<file path="config.mk">
export PLATFORM = sky130hd
export DESIGN_NAME = fa_phase_synth
export DESIGN_NICKNAME = d
export VERILOG_FILES = /design/src/rtl/fa_synth_pkg.sv /design/src/rtl/fa_tick_base.sv /design/src/rtl/fa_word_reg.sv /design/src/rtl/fa_phase_accum.sv /design/src/rtl/fa_edge_former.sv /design/src/rtl/fa_phase_synth.sv
export SDC_FILE = /design/constraint.sdc
export NUM_CORES = 1
export LEC_CHECK = 0
export ABC_CLOCK_PERIOD_IN_PS = 2800
export BUFFER_PORTS_ARGS = -buffer_cell sky130_fd_sc_hd__buf_4
export CORE_ASPECT_RATIO = 1.4
export CORE_UTILIZATION = 48
export DETAILED_ROUTE_END_ITERATION = 8
export PLACE_DENSITY_LB_ADDON = 0.05
export SLEW_MARGIN = 25
export SYNTH_ARGS = -nofsm -noshare
export SYNTH_HDL_FRONTEND = slang
export SYNTH_HIERARCHICAL = 1
export SYNTH_SLANG_ARGS = --single-unit
</file>
<file path="constraint.sdc">
create_clock -name clk -period 2.8 [get_ports clk]
set_clock_uncertainty 0.2 [all_clocks]
set_input_delay 0.28 -clock clk [delete_from_list [all_inputs] [get_ports clk]]
set_output_delay 0.28 -clock clk [all_outputs]
set_load 0.1 [all_outputs]
</file>
<file path="src/rtl/fa_synth_pkg.sv">
package fa_synth_pkg;
  // Default geometry: 32 phases, 5 integer + 5 fraction bits.
  localparam int INT_W_DEF    = 5;
  localparam int FRAC_W_DEF   = 5;
  localparam int STAMP_W_DEF  = 16;
  localparam int MIN_INT_DEF  = 2;
  // 24.5 ticks = 11000.10000b
  localparam int RST_WORD_DEF = 784;
endpackage

</file>
<file path="src/rtl/fa_tick_base.sv">
module fa_tick_base #(
  parameter int STAMP_W = 16
) (
  input  logic               clk,
  input  logic               rst,
  output logic [STAMP_W-1:0] stamp_o
);
  logic [STAMP_W-1:0] stamp_q;

  always_ff @(posedge clk) begin
    if (rst) stamp_q <= '0;
    else     stamp_q <= stamp_q + 1'b1;
  end

  assign stamp_o = stamp_q;
endmodule

</file>
<file path="src/rtl/fa_word_reg.sv">
module fa_word_reg #(
  parameter int INT_W    = 5,
  parameter int FRAC_W   = 5,
  parameter int MIN_INT  = 2,
  parameter int RST_WORD = 784,
  localparam int WORD_W  = INT_W + FRAC_W
) (
  input  logic              clk,
  input  logic              rst,
  input  logic              load_i,
  input  logic [WORD_W-1:0] word_i,
  output logic [WORD_W-1:0] word_o
);
  logic              accept;
  logic [WORD_W-1:0] word_q;

  generate
    if (MIN_INT == 0) begin : g_any
      assign accept = load_i;
    end else begin : g_min
      // Integer part must reach the minimum number of ticks per edge.
      assign accept = load_i && (word_i[WORD_W-1:FRAC_W] >= INT_W'(MIN_INT));
    end
  endgenerate

  always_ff @(posedge clk) begin
    if (rst)         word_q <= WORD_W'(RST_WORD);
    else if (accept) word_q <= word_i;
  end

  assign word_o = word_q;
endmodule

</file>
<file path="src/rtl/fa_phase_accum.sv">
module fa_phase_accum #(
  parameter int INT_W  = 5,
  parameter int FRAC_W = 5,
  localparam int WORD_W = INT_W + FRAC_W
) (
  input  logic              clk,
  input  logic              rst,
  input  logic              step_i,
  input  logic [WORD_W-1:0] word_i,
  output logic [INT_W-1:0]  rise_sel_o,
  output logic [INT_W-1:0]  fall_sel_o
);
  logic [WORD_W-1:0] acc_q;
  logic [WORD_W-1:0] half_pos;
  logic [INT_W-1:0]  fall_q;

  // Falling edge sits half a word past the edge now being taken.
  assign half_pos = acc_q + (word_i >> 1);

  always_ff @(posedge clk) begin
    if (rst) begin
      acc_q  <= '0;
      fall_q <= '0;
    end else if (step_i) begin
      acc_q  <= acc_q + word_i;
      fall_q <= half_pos[WORD_W-1:FRAC_W];
    end
  end

  assign rise_sel_o = acc_q[WORD_W-1:FRAC_W];
  assign fall_sel_o = fall_q;
endmodule

</file>
<file path="src/rtl/fa_edge_former.sv">
module fa_edge_former #(
  parameter int INT_W   = 5,
  parameter int STAMP_W = 16
) (
  input  logic               clk,
  input  logic               rst,
  input  logic [STAMP_W-1:0] stamp_i,
  input  logic [INT_W-1:0]   rise_sel_i,
  input  logic [INT_W-1:0]   fall_sel_i,
  output logic               hit_o,
  output logic               clk_out_o,
  output logic               edge_stb_o,
  output logic [STAMP_W-1:0] edge_stamp_o
);
  logic [INT_W-1:0]   phase;
  logic               fall_hit;
  logic               out_q;
  logic               stb_q;
  logic [STAMP_W-1:0] est_q;

  assign phase    = stamp_i[INT_W-1:0];
  assign hit_o    = (phase == rise_sel_i);
  assign fall_hit = out_q && (phase == fall_sel_i);

  always_ff @(posedge clk) begin
    if (rst) begin
      out_q <= 1'b0;
      stb_q <= 1'b0;
      est_q <= '0;
    end else begin
      stb_q <= hit_o;
      if (hit_o) begin
        out_q <= 1'b1;
        est_q <= stamp_i;
      end else if (fall_hit) begin
        out_q <= 1'b0;
      end
    end
  end

  assign clk_out_o    = out_q;
  assign edge_stb_o   = stb_q;
  assign edge_stamp_o = est_q;
endmodule

</file>
<file path="src/rtl/fa_phase_synth.sv">
module fa_phase_synth
  import fa_synth_pkg::*;
#(
  parameter int INT_W    = INT_W_DEF,
  parameter int FRAC_W   = FRAC_W_DEF,
  parameter int STAMP_W  = STAMP_W_DEF,
  parameter int MIN_INT  = MIN_INT_DEF,
  parameter int RST_WORD = RST_WORD_DEF,
  localparam int WORD_W  = INT_W + FRAC_W
) (
  input  logic               clk,
  input  logic               rst,
  input  logic               word_load,
  input  logic [WORD_W-1:0]  word_in,
  output logic               clk_out,
  output logic [INT_W-1:0]   phase_sel,
  output logic               edge_stb,
  output logic [STAMP_W-1:0] edge_stamp
);
  logic [STAMP_W-1:0] stamp;
  logic [WORD_W-1:0]  word;
  logic [INT_W-1:0]   rise_sel;
  logic [INT_W-1:0]   fall_sel;
  logic               hit;

  fa_tick_base #(.STAMP_W(STAMP_W)) tick_i (
    .clk     (clk),
    .rst     (rst),
    .stamp_o (stamp)
  );

  fa_word_reg #(
    .INT_W(INT_W), .FRAC_W(FRAC_W), .MIN_INT(MIN_INT), .RST_WORD(RST_WORD)
  ) word_i (
    .clk    (clk),
    .rst    (rst),
    .load_i (word_load),
    .word_i (word_in),
    .word_o (word)
  );

  fa_phase_accum #(.INT_W(INT_W), .FRAC_W(FRAC_W)) accum_i (
    .clk        (clk),
    .rst        (rst),
    .step_i     (hit),
    .word_i     (word),
    .rise_sel_o (rise_sel),
    .fall_sel_o (fall_sel)
  );

  fa_edge_former #(.INT_W(INT_W), .STAMP_W(STAMP_W)) edge_i (
    .clk          (clk),
    .rst          (rst),
    .stamp_i      (stamp),
    .rise_sel_i   (rise_sel),
    .fall_sel_i   (fall_sel),
    .hit_o        (hit),
    .clk_out_o    (clk_out),
    .edge_stb_o   (edge_stb),
    .edge_stamp_o (edge_stamp)
  );

  assign phase_sel = rise_sel;
endmodule

</file>
==> impl_metrics.env, run 1 <==
export IMPL_route_final_wire_length_um=8010
export IMPL_cts_sinks=59
export IMPL_hpwlAfterDp_um=5895
export IMPL_synth_net_count=414
export IMPL_grt_first_pass_wirelength_um=13610
export IMPL_drc=0
export IMPL_final_max_slew_violation_count=0
export IMPL_clk_transition_reported_paths_ns=0.07
export IMPL_io_pins=36
export IMPL_num_antenna_cells=0
export IMPL_floorplan_die_height_um=101.8
export IMPL_detailedRoute_firstIterationViolations=88
export IMPL_crit_type="reg -> reg"
export IMPL_route_detailed_vias_per_inst=5.603
export IMPL_globalRoute_totalOverflow=0
export IMPL_floorplan_die_width_um=73.31
export IMPL_numPortBuffers=35
export IMPL_whs_endpoint="word_i/word_o[8]"
export IMPL_worstSetupStartpoint="accum_i/acc_q[0]"
export IMPL_post_synth_top_area_cell="sky130_fd_sc_hd__dfxtp_1"
export IMPL_antenna_violating_nets_post_route=0
export IMPL_grt_start_max_net_pins=35
export IMPL_row_count=36
export IMPL_start_point_of_the_worst_hold_path="word_load"
export IMPL_placement_setup_worst_slack_ns=0.5052
export IMPL_num_vias=2947
export IMPL_tritoncts="built"
export IMPL_reg2reg_depth=8
export IMPL_r2r_start="accum_i/acc_q[0]"
export IMPL_grt_pass1_vias=2893
export IMPL_vdd_ir_drop_max_uv=367.9
export IMPL_timing_final_crit_share_pct=85.56
export IMPL_drt_pre_antenna_iters=4
export IMPL_cts_repair_resized=0
export IMPL_synthesis_area_per_instance_sq_um=8.945
export IMPL_setup_slack_ns=0.4042
export IMPL_drive_above_1_share_pct=18.33
export IMPL_syn_cell_area_sq_um=3417
export IMPL_timing_fmax_ghz=0.4174
export IMPL_max_slew_margin_pct=67.35
export IMPL_final_setup_viol_count=0
export IMPL_antenna_found_initial=0
export IMPL_grt_use_total_pct=24.14
export IMPL_cts_hold_buffers_added=8
export IMPL_synth_lib_cells_used_distinct=69
export IMPL_rrSetupSlack_ns=0.40
export IMPL_synthCells=382
export IMPL_power_leakage_nw=1.714
export IMPL_grt_setup_unrepaired="no"
export IMPL_hold_viol_final=0
export IMPL_pwr_density_cell_nw_per_um2=799.0
export IMPL_worstReg2RegEnd="accum_i/acc_q[8]"
export IMPL_max_fanout_on_critical_path=4
export IMPL_cts_setup_buffers=0
export IMPL_core_sq_um=6937
export IMPL_start_kind="flip-flop"
export IMPL_drv_max_cap_violation_count=0
export IMPL_synthDominantCellAreaShare_pct=34.57
export IMPL_clock_tree_htree_level_count=3
export IMPL_endpoint_kind_of_the_worst_setup_timing_path="flip-flop"
export IMPL_layout_area_overhead_vs_synth_pct=17.69
export IMPL_synth_seq_cells=59
export IMPL_floorplan_die_area_sq_um=7465
export IMPL_cts_buf_count=9
export IMPL_tightestPinTransition_ns=0.4892
export IMPL_synth_top_cells_by_area="sky130_fd_sc_hd__dfxtp_1 35%, sky130_fd_sc_hd__ha_1 6.6%, sky130_fd_sc_hd__a21oi_1 5.3%, sky130_fd_sc_hd__nand2_1 4.3%, sky130_fd_sc_hd__a31o_1 4.1%"
export IMPL_post_route_min_period_ns=2.396
export IMPL_fin_setup_tns_ns=0
export IMPL_nNetsFinal=458
export IMPL_clk_latency_ns=0.35
export IMPL_sequential_element_share_of_the_synthesized_area_pct=34.57
export IMPL_synth_warnings=6
export IMPL_synth_common_cells="59 x sky130_fd_sc_hd__dfxtp_1, 39 x sky130_fd_sc_hd__nand2_1, 36 x sky130_fd_sc_hd__a21oi_1"
export IMPL_run_status="complete, no violations"
export IMPL_worst_ep_arrival_time_ns=2.49
export IMPL_cts_buffer_depth=2
export IMPL_cts_root_buffer="sky130_fd_sc_hd__clkbuf_8"
export IMPL_synth_main_ff_cell="sky130_fd_sc_hd__dfxtp_1"
export IMPL_ys_async_sr_fraction_pct=0
export IMPL_floorplan_initialDensity_pct=49.26
export IMPL_routabilityCongestion=0.8379
export IMPL_most_numerous_cell_in_the_yosys_netlist="sky130_fd_sc_hd__dfxtp_1"
export IMPL_detail_routed_net_length_per_standard_cell_um=15.23
export IMPL_required_time_worst_endpoint_ns=2.89
export IMPL_number_of_flops_mapped_to_enable_cells_by_yosys=0
export IMPL_worstHoldPathType="in -> reg"
export IMPL_worst_hold_path_num_cells=2
power breakdown:
group          switching (mW)  total (mW)  internal (mW)
Sequential             0.0969        1.04          0.945
Clock                   0.337       0.755          0.418
Combinational           0.969        1.42          0.448
final cells by class:
class	instances	area, sq um
fill	681	2915
multi-input combinational	290	2047
sequential	59	1181
timing repair buffer	56	440.4
clock buffer	15	186.4
tap	95	118.9
inverter	10	42.54
clock inverter	1	5.005
flip-flops by register name, summed over array words and instances (netlist names):
| register | flops |
|---|---|
| word_i/word_o | 10 |
| tick_i/stamp_o | 16 |
| accum_i/fall_sel_o | 5 |
| edge_i/edge_stb_o | 1 |
| edge_i/clk_out_o | 1 |
| accum_i/acc_q | 10 |
| edge_i/edge_stamp_o | 16 |
per-stage QoR:
stage	area [sq um]	utilization, %	hold WS (ns)	cells	total power, mW
3_3_place_gp	3750	54.06	0.2780	502	2.466
4_1_cts	4021	57.97	0.003128	526	3.241
3_5_place_dp	3750	54.06	0.2779	502	2.476
6_report	4021	57.97	0.01972	526	3.213
2_1_floorplan	3417	-	0.1491	382	2.192
5_1_grt	4021	57.97	0.02154	526	3.421
cell usage in the layout, fill, tap and decap left out, types with 11 or more instances in the layout:
cell	instances
sky130_fd_sc_hd__dfxtp_1	59
sky130_fd_sc_hd__buf_4	48
sky130_fd_sc_hd__nand2_1	39
sky130_fd_sc_hd__a21oi_1	36
sky130_fd_sc_hd__nor2_1	18
sky130_fd_sc_hd__ha_1	18
sky130_fd_sc_hd__a31o_1	16
sky130_fd_sc_hd__nand3_1	14
sky130_fd_sc_hd__nand2b_1	13
sky130_fd_sc_hd__clkbuf_8	13
sky130_fd_sc_hd__xor2_1	11
critical path, stage by stage (launching register included):
cell and delay (ns):
sky130_fd_sc_hd__dfxtp_1 0.36, sky130_fd_sc_hd__ha_1 0.23, sky130_fd_sc_hd__inv_1 0.07, sky130_fd_sc_hd__fa_1 0.39, sky130_fd_sc_hd__nor2b_2 0.14, sky130_fd_sc_hd__o21a_1 0.20
sky130_fd_sc_hd__o211ai_1 0.12, sky130_fd_sc_hd__a2111oi_0 0.46, sky130_fd_sc_hd__a311o_1 0.18
kinds of logic (layout without fill, tap and decap cells):
family	after synthesis	in the layout	synth area share (%)
fa+ha+maj	19	19	7.177
compound gates	106	106	21.68
buf+inv	33	82	5.529
mux	13	13	3.955
flops	59	59	34.57
simple gates	136	136	23.00
xor+xnor	16	16	4.101
layer usage:
layer	wire length [um]	global-route usage (%)	up-vias
met3	202	3.452	18
met5	0	0	-
met1	3311	26.20	1381
li1	-	-	1496
met2	4228	43.52	52
met4	268	15.09	0
worst max-delay path by stage:
| stage | endpoint | cells past startpoint |
|---|---|---|
| after floorplan | accum_i/fall_sel_o[4] | 11 |
| after global placement | accum_i/acc_q[8] | 8 |
| after detailed placement | accum_i/acc_q[8] | 8 |
| after CTS | accum_i/acc_q[8] | 8 |
| after global routing | accum_i/acc_q[8] | 8 |
| final | accum_i/acc_q[8] | 8 |
(Power assumes the default switching activity.)
==> run 2, diff against run 1 <==
--- a/config.mk
+++ b/config.mk
@@ -8,7 +8,7 @@
 export ABC_CLOCK_PERIOD_IN_PS = 2800
 export BUFFER_PORTS_ARGS = -buffer_cell sky130_fd_sc_hd__buf_4
 export CORE_ASPECT_RATIO = 1.4
-export CORE_UTILIZATION = 48
+export CORE_UTILIZATION = 55
 export DETAILED_ROUTE_END_ITERATION = 8
 export PLACE_DENSITY_LB_ADDON = 0.05
 export SLEW_MARGIN = 25
==> run 2 against run 1 <==
Critical path type unchanged. Cell count is 5.7% lower. Flip-flop and latch count stayed put. Fmax is 2.2% higher. Global-route usage is 2.3 points higher. Die area is 12% lower. Total power is 0.24% higher. Wire length is 0.56% lower. Hold slack worse by 0.016 ns. Utilization is 8.8 points higher. Non-clock buffer count is 5 lower. Via count is 1.8% higher. Critical path depth stayed put.
==> impl_metrics.env, run 2 (same netlist as run 1, synthesis figures left out) <==
export IMPL_start_point_of_the_worst_hold_path="word_in[3]"
export IMPL_hold_viol_final=0
export IMPL_run_status="complete, no violations"
export IMPL_io_pins=36
export IMPL_floorplan_die_area_sq_um=6536
export IMPL_combinationalPowerShare_pct=43.6
export IMPL_hpwlAfterDp_um=5754
export IMPL_max_slew_margin_pct=57.54
export IMPL_cts_sinks=59
export IMPL_worst_hold_path_num_cells=3
export IMPL_drv_max_cap_violation_count=0
export IMPL_clock_tree_htree_level_count=3
export IMPL_detailedRoute_firstIterationViolations=136
export IMPL_crit_type="reg -> reg"
export IMPL_antenna_found_initial=0
export IMPL_grt_pass1_vias=2796
export IMPL_worstReg2RegEnd="accum_i/acc_q[8]"
export IMPL_numPortBuffers=35
export IMPL_core_sq_um=5904
export IMPL_r2r_start="accum_i/acc_q[0]"
export IMPL_switchingPower_mw=1.414
export IMPL_row_count=33
export IMPL_hold_worst_slack_ns=0.003902
export IMPL_num_antenna_cells=0
export IMPL_grt_first_pass_wirelength_um=12770
export IMPL_drt_pre_antenna_iters=4
export IMPL_clk_latency_ns=0.35
export IMPL_switching_share_pct=43.91
export IMPL_endpoint_kind_of_the_worst_setup_timing_path="flip-flop"
export IMPL_rrSetupSlack_ns=0.45
export IMPL_tightestPinTransition_ns=0.6363
export IMPL_whs_endpoint="word_i/word_o[3]"
export IMPL_vdd_ir_drop_max_uv=554.5
export IMPL_grt_setup_unrepaired="no"
export IMPL_worst_ep_arrival_time_ns=2.44
export IMPL_route_final_wire_length_um=7965
export IMPL_tritoncts="built"
export IMPL_cts_root_buffer="sky130_fd_sc_hd__clkbuf_8"
export IMPL_power_leakage_nw=1.692
export IMPL_drive_above_1_share_pct=18.54
export IMPL_route_detailed_vias_per_inst=6.046
export IMPL_detail_routed_net_length_per_standard_cell_um=16.06
export IMPL_fillers=498
export IMPL_globalRoute_totalOverflow=0
export IMPL_timing_final_crit_share_pct=83.76
export IMPL_grt_start_max_net_pins=37
export IMPL_pwr_share_seq_pct=32.4
export IMPL_floorplan_initialDensity_pct=57.87
export IMPL_cts_repair_resized=0
export IMPL_cts_buf_count=9
export IMPL_floorplan_die_height_um=95.26
export IMPL_grt_use_total_pct=26.45
export IMPL_floorplan_die_width_um=68.62
export IMPL_cell_internal_pwr_mw=1.807
export IMPL_worstHoldPathType="in -> reg"
export IMPL_power_clock_fraction_pct=24.0
export IMPL_num_vias=2999
export IMPL_nNetsFinal=453
export IMPL_cts_buffer_depth=2
export IMPL_start_kind="flip-flop"
export IMPL_antenna_violating_nets_post_route=0
export IMPL_pwr_density_cell_nw_per_um2=816.4
export IMPL_post_route_min_period_ns=2.345
export IMPL_layout_area_overhead_vs_synth_pct=15.45
export IMPL_fin_setup_tns_ns=0
export IMPL_final_setup_viol_count=0
export IMPL_clk_transition_reported_paths_ns=0.07
export IMPL_timing_fmax_ghz=0.4264
export IMPL_routabilityCongestion=0.9191
export IMPL_final_max_slew_violation_count=0
export IMPL_post_route_util_pct=66.82
export IMPL_most_common_layout_cells="59 x sky130_fd_sc_hd__dfxtp_1, 47 x sky130_fd_sc_hd__buf_4, 39 x sky130_fd_sc_hd__nand2_1"
export IMPL_required_time_worst_endpoint_ns=2.89
export IMPL_layout_commonest_cell="sky130_fd_sc_hd__dfxtp_1"
export IMPL_reg2reg_depth=8
export IMPL_drc=0
export IMPL_max_fanout_on_critical_path=4
==> run 2: changes by cell type in the layout (fill, tap and decap cells not counted), sizes merged <==
cell,previous run,this run
buf,48,47
bufinv,0,1
clkbuf,15,11
clkinv,2,4
clkinvlp,0,1
dlygate4sd3,8,4
==> run 2: power by group through the flow <==
stage | clock network (mW) | logic, mW | registers, mW
detailed placement | 0 | 1.39 | 1.06
CTS | 0.788 | 1.40 | 1.04
global placement | 0 | 1.38 | 1.06
floorplan | 0 | 1.02 | 1.17
finish | 0.773 | 1.40 | 1.04
global route | 0.816 | 1.51 | 1.06
==> run 2: area by class of cell <==
cell class                      instances  area [sq um]  share of cell area [%]
Timing Repair Buffer                   51         392.9                   9.959
Clock buffer                           11         141.4                   3.584
Multi-Input combinational cell        290          2047                   51.89
Tap cell                               70         87.58                   2.220
Clock inverter                          5         52.55                   1.332
Sequential cell                        59          1181                   29.94
Inverter                               10         42.54                   1.078
==> run 2: worst max-delay path by stage <==
stage	start	end	slack (ns)
floorplan	accum_i/acc_q[5]	accum_i/fall_sel_o[4]	0.31
global placement	accum_i/acc_q[0]	accum_i/acc_q[6]	0.57
detailed placement	accum_i/acc_q[0]	accum_i/acc_q[8]	0.48
CTS	accum_i/acc_q[0]	accum_i/acc_q[8]	0.46
global route	accum_i/acc_q[0]	accum_i/acc_q[8]	0.23
finish	accum_i/acc_q[0]	accum_i/acc_q[8]	0.45
==> run 2: worst max-delay path, stage by stage, from the launching register on <==
cell,delay (ns)
sky130_fd_sc_hd__dfxtp_1,0.38
sky130_fd_sc_hd__ha_1,0.22
sky130_fd_sc_hd__inv_1,0.07
sky130_fd_sc_hd__fa_1,0.40
sky130_fd_sc_hd__nor2b_2,0.15
sky130_fd_sc_hd__o21a_1,0.21
sky130_fd_sc_hd__o211ai_1,0.12
sky130_fd_sc_hd__a2111oi_0,0.39
sky130_fd_sc_hd__a311o_1,0.17
==> run 2: metrics by stage <==
stage,std cells,setup slack (ns),instance area (sq um),power (mW)
2_1_floorplan,382,0.3097,3417,2.192
3_3_place_gp,476,0.5730,3711,2.437
3_5_place_dp,476,0.4847,3711,2.454
4_1_cts,496,0.4645,3945,3.233
5_1_grt,496,0.2286,3945,3.386
6_report,496,0.4548,3945,3.221
==> run 2: repair_timing <==
| item | in CTS | in global routing |
|---|---|---|
| buffers inserted | 0 | 0 |
| hold buffers | 4 | 0 |
| endpoints found under the hold margin | 4 | 0 |
==> run 2: routing by layer <==
layer	wire (um)	vias up	global-route usage, %
li1	-	1489	-
met1	3254	1421	28.06
met2	4215	71	48.12
met3	270	18	4.785
met4	224	0	13.19
met5	0	-	0
